`src/rtl/bpa_pkg.sv`:
```
package bpa_pkg;
  // one half-adder cell: {carry, sum}
  function automatic logic [1:0] half_add(input logic x, input logic y);
    return {x & y, x ^ y};
  endfunction
endpackage

```
`src/rtl/delay_line.sv`:
```
module delay_line #(
  parameter int W     = 1,
  parameter int DEPTH = 1
) (
  input  logic         clk,
  input  logic         rst,
  input  logic [W-1:0] d,
  output logic [W-1:0] q
);
  generate
    if (DEPTH == 0) begin : g_wire
      assign q = d;
    end else begin : g_regs
      logic [W-1:0] stage_q [DEPTH];
      always_ff @(posedge clk) begin
        if (rst) begin
          for (int i = 0; i < DEPTH; i++) stage_q[i] <= '0;
        end else begin
          stage_q[0] <= d;
          for (int i = 1; i < DEPTH; i++) stage_q[i] <= stage_q[i-1];
        end
      end
      assign q = stage_q[DEPTH-1];
    end
  endgenerate
endmodule

```
`src/rtl/pair_cell.sv`:
```
module pair_cell
  import bpa_pkg::*;
#(
  parameter int LANE_W = 2
) (
  input  logic              clk,
  input  logic              rst,
  input  logic [LANE_W-1:0] a,
  input  logic [LANE_W-1:0] b,
  input  logic              cin,
  output logic [LANE_W-1:0] s_q,
  output logic              cout_q
);
  logic [LANE_W:0]   c;
  logic [LANE_W-1:0] s_d;

  assign c[0] = cin;

  // two rows of half adders per bit; the rows of all bits in the lane share a stage
  generate
    for (genvar i = 0; i < LANE_W; i++) begin : g_bit
      logic [1:0] row0, row1;
      assign row0     = half_add(a[i], b[i]);
      assign row1     = half_add(row0[0], c[i]);
      assign s_d[i]   = row1[0];
      assign c[i+1]   = row0[1] | row1[1];
    end
  endgenerate

  always_ff @(posedge clk) begin
    if (rst) begin
      s_q    <= '0;
      cout_q <= 1'b0;
    end else begin
      s_q    <= s_d;
      cout_q <= c[LANE_W];
    end
  end

  logic [LANE_W:0] lane_ref;
  assign lane_ref = {1'b0, a} + {1'b0, b} + {{LANE_W{1'b0}}, cin};

  // each lane passes the carry on correctly to the next lane
  assert_lane_carry_R5: assert property (@(posedge clk) disable iff (rst)
    1'b1 |=> {cout_q, s_q} == $past(lane_ref));
endmodule

```
`src/rtl/bitpipe_adder.sv`:
```
module bitpipe_adder #(
  parameter int WIDTH  = 16,
  parameter int LANE_W = 2
) (
  input  logic             clk,
  input  logic             rst,
  input  logic             in_vld,
  input  logic [WIDTH-1:0] op_a,
  input  logic [WIDTH-1:0] op_b,
  output logic             out_vld,
  output logic [WIDTH:0]   sum_o
);
  localparam int LANES = WIDTH / LANE_W;
  localparam int LAT   = LANES;

  logic [LANES-1:0] carry_q;

  generate
    for (genvar k = 0; k < LANES; k++) begin : g_lane
      logic [2*LANE_W-1:0] skew_q;
      logic [LANE_W-1:0]   cell_s;
      logic [LANE_W-1:0]   out_s;
      logic                cin_k;

      // input skew: lane k waits k cycles for the carry from below
      delay_line #(.W(2*LANE_W), .DEPTH(k)) u_skew (
        .clk(clk), .rst(rst),
        .d({op_a[k*LANE_W +: LANE_W], op_b[k*LANE_W +: LANE_W]}),
        .q(skew_q)
      );

      if (k == 0) begin : g_c0
        assign cin_k = 1'b0;
      end else begin : g_cn
        assign cin_k = carry_q[k-1];
      end

      pair_cell #(.LANE_W(LANE_W)) u_cell (
        .clk(clk), .rst(rst),
        .a(skew_q[2*LANE_W-1:LANE_W]),
        .b(skew_q[LANE_W-1:0]),
        .cin(cin_k),
        .s_q(cell_s),
        .cout_q(carry_q[k])
      );

      // output deskew: realign lane k with the top lane
      delay_line #(.W(LANE_W), .DEPTH(LANES-1-k)) u_deskew (
        .clk(clk), .rst(rst), .d(cell_s), .q(out_s)
      );

      assign sum_o[k*LANE_W +: LANE_W] = out_s;
    end
  endgenerate

  assign sum_o[WIDTH] = carry_q[LANES-1];

  delay_line #(.W(1), .DEPTH(LAT)) u_vld (
    .clk(clk), .rst(rst), .d(in_vld), .q(out_vld)
  );

  // checking window: behavioural sum shifted LAT cycles
  logic [WIDTH:0] chk_sum [LAT];
  logic [LAT-1:0] chk_vld;
  always_ff @(posedge clk) begin
    if (rst) begin
      chk_vld <= '0;
      for (int i = 0; i < LAT; i++) chk_sum[i] <= '0;
    end else begin
      chk_vld    <= {chk_vld[LAT-2:0], in_vld};
      chk_sum[0] <= {1'b0, op_a} + {1'b0, op_b};
      for (int i = 1; i < LAT; i++) chk_sum[i] <= chk_sum[i-1];
    end
  end

  assert_reset_clear_R1: assert property (@(posedge clk) disable iff (rst)
    $past(rst) |-> (!out_vld && sum_o == '0));

  assert_sum_match_R2: assert property (@(posedge clk) disable iff (rst)
    out_vld |-> sum_o == chk_sum[LAT-1]);

  assert_vld_latency_R3: assert property (@(posedge clk) disable iff (rst)
    out_vld == chk_vld[LAT-1]);

  assert_no_overflow_R7: assert property (@(posedge clk) disable iff (rst)
    sum_o[WIDTH] |-> sum_o[WIDTH-1:0] != '1);
endmodule

```
`config.mk`:
```
export PLATFORM = sky130hd
export DESIGN_NAME = bitpipe_adder
export DESIGN_NICKNAME = d
export VERILOG_FILES = /design/src/rtl/bpa_pkg.sv /design/src/rtl/delay_line.sv /design/src/rtl/pair_cell.sv /design/src/rtl/bitpipe_adder.sv
export SDC_FILE = /design/constraint.sdc
export NUM_CORES = 1
export LEC_CHECK = 0
export ABC_AREA = 1
export BUFFER_PORTS_ARGS = -buffer_cell sky130_fd_sc_hd__buf_4
export CORE_MARGIN = 4
export CORE_UTILIZATION = 42
export DETAILED_ROUTE_END_ITERATION = 10
export PLACE_DENSITY = 0.55
export SYNTH_ARGS = -nofsm -noshare
export SYNTH_HDL_FRONTEND = slang
export SYNTH_SLANG_ARGS = --single-unit
```
`constraint.sdc`:
```
create_clock -name clk -period 1.9 [get_ports clk]
set_input_delay 0.285 -clock clk [delete_from_list [all_inputs] [get_ports clk]]
set_output_delay 0.285 -clock clk [all_outputs]
set_load 0.005 [all_outputs]
```
==> results.ini <==
[floorplan]
die_height_um = 130
start_util_pct = 43.0
design.die.area_mm2 = 0.0169
fp.dieW_um = 130
ioPinCount = 53
core_area_mm2 = 0.0145
placementRows = 44

[placed_design]
io_buffers = 52
hpwl_mm = 4.58
gp_congestion = 0.671

[timing]
rsz0062_at_grt = false
post-route-min-period_ns = 1.47
fin_tns_setup_ns = 0
slew_violations = 0
finalSetupViolations = 0
skew_ns = 0.00636
period_share_pct = 77.2
hold_viol_final = 0
worstMarginPinSlew_ns = 0.285
max_freq_mhz = 682
slew_headroom_pct = 81.0

[final_layout]
synthToLayoutAreaGrowth_pct = 15.3
fin_util_pct = 49.6
nFillCells = 1361
antenna_cells = 0
nets = 756
drive_gt1_share_pct = 12.1

[global_routing]
grt-busiest-layer = met2
antenna_found_initial = 0
grt_max_degree = 73
use_met3_pct = 3.93
use_met2_pct = 17.6
grt_overflow_total = 0
grt.total_usage_pct = 10.1
met1_usage_pct = 10.1
grt_pass1_vias = 3354
grt_pass1_wl_mm = 13.3

[critical_path]
worst_setup_path_end_kind = flip-flop
cpPeakStageDelay_ns = 0.50
path_max_fanout = 1
cp_slowest_cell = fa_1
crit_top_cell = fa_1
arrival_ns = 1.77
start_kind = flip-flop
cp_data_required_time_ns = 2.20
cp_cell_sequence = inv_1, fa_1, fa_1, nor2_1
worst-setup-path-type = reg2reg

[yosys]
ys_warn_count = 0
avgSynthCellArea_um2 = 9.41
ys_seq_area_share_pct = 64.1
ys_ff_latch = 200
synth_cell_types = 8
netlist_area_mm2 = 0.00625
syn_inst = 664
synth_nets = 715

[clocking]
cts_tree = built
clk_latency_ns = 0.42
cts_buffer_depth = 2
cts_resized = 0
postCtsHoldBufs = 0
cts_setup_buffers = 0
cts_made_buffers = 17
cts.clk_slew.worst_paths_ns = 0.07
cts.sinks = 200
htree_num_levels = 4
ctsRootBufferMaster = clkbuf_16

[pwr]
power_frac_seq_pct = 51.2
clkPwrFrac_pct = 45.9
p_int_mw = 6.80
combinationalPowerShare_pct = 2.9
power.leakage_nw = 3.08
powerDensity_mw_per_mm2 = 1170
power_switching_mw = 1.67
irDropWorstVdd_mv = 0.614
switching_share_pct = 19.7

[detailed_routing]
dr.pass1.iters = 4
routed_wirelength_mm = 7.26
initialDrtViolationCount = 161
ant_nets = 0
via_count = 3407
detail_route.wl_per_cell_um = 8.05
routed_via_density = 3.78
drcViolationCount = 0

[status]
outcome = finished, final reports clean

[min_path]
hold_class = in2reg

[run]
cap_violations = 0

==> power by group through the flow <==
stage                     Clock (mW)  Sequential (mW)  Combinational, mW
after floorplan                    0             4.42              0.205
after global placement             0             4.42              0.249
after detailed placement           0             4.43              0.256
after CTS                       4.02             4.33              0.258
after global routing            4.19             4.34              0.298
final                           3.89             4.33              0.249
==> cells by family (layout without fill, tap and decap cells) <==
logic type,count (synthesis),count (layout),synth area share [%]
adder cells (fa/ha/maj),16,16,5.01
buffers and inverters,248,302,18.9
flip-flops,200,200,64.1
AND/OR/NAND/NOR,200,200,12.0
==> critical path, delay by kind of cell, from the launching register on <==
family                     cells  cell delay [ns]
adders and majority gates      2             0.93
buffers and inverters          1             0.05
DFF                            1             0.31
and+or+nand+nor                1             0.05
==> layout by cell type (no fill, tap or decap) <==
cell type and instances:
fa_1 15, ha_1 1, bufinv_16 5, buf_6 1
buf_4 52, nor2_1 200, inv_6 3, clkbuf_16 17
dfxtp_1 200, clkinv_4 2, clkinvlp_4 2, buf_12 2
inv_1 215, clkbuf_8 1, clkinv_2 2
==> synthesized netlist by cell type, drive strengths merged <==
cell | number | area [um^2]
buf | 15 | 124
clkbuf | 18 | 248
dfxtp | 200 | 4000
fa | 15 | 300
ha | 1 | 12.5
inv | 215 | 807
nor2 | 200 | 751
==> through the flow <==
stage / total power [mW] / hold slack (ns) / area, um^2 / std cells / setup slack (ns)
after floorplan: 4.62 / 0.388 / 6250 / 664 / 0.520
after global placement: 4.67 / 0.389 / 6550 / 870 / 0.492
after detailed placement: 4.68 / 0.392 / 6550 / 870 / 0.435
after CTS: 8.61 / 0.0338 / 7200 / 902 / 0.428
after global routing: 8.82 / 0.0510 / 7200 / 902 / 0.373
final: 8.46 / 0.0596 / 7200 / 902 / 0.434
==> final timing paths <==
path / start / endpoint / slack [ns] / depth (start not counted)
setup / recovery: g_lane[4].u_skew.g_regs.stage_q[3][0] / g_lane[4].u_cell.s_q[1] / 0.43 / 4
hold / removal: op_a[8] / g_lane[4].u_skew.g_regs.stage_q[0][2] / 0.06 / 3
setup reg to reg: g_lane[4].u_skew.g_regs.stage_q[3][0] / g_lane[4].u_cell.s_q[1] / 0.43 / 4
hold reg to reg: g_lane[5].u_skew.g_regs.stage_q[0][0] / g_lane[5].u_skew.g_regs.stage_q[0][4] / 0.39 / 2
==> state kept, by name, indices dropped and copies added (netlist names) <==
register                        flops
g_lane.u_skew.g_regs.stage_q      112
g_lane.u_cell.cout_q                8
u_vld.g_regs.stage_q                8
g_lane.u_cell.s_q                  16
g_lane.u_deskew.g_regs.stage_q     56
==> metal layers <==
metal  up-vias  routed length, um
li1       1850                  -
met4         0                179
met1      1496               3160
met3        15                384
met5         -                  0
met2        46               3530
==> cell type report <==
type	instances	area [um^2]	area share [%]
repair buffers	55	442	6.13
flip-flops and latches	200	4000	55.6
clock inverters	14	219	3.04
multi-input cells	216	1060	14.8
well taps	184	230	3.20
inverters	215	807	11.2
clock buffers	18	439	6.10
Note: power is estimated with default switching activity, not from simulation.
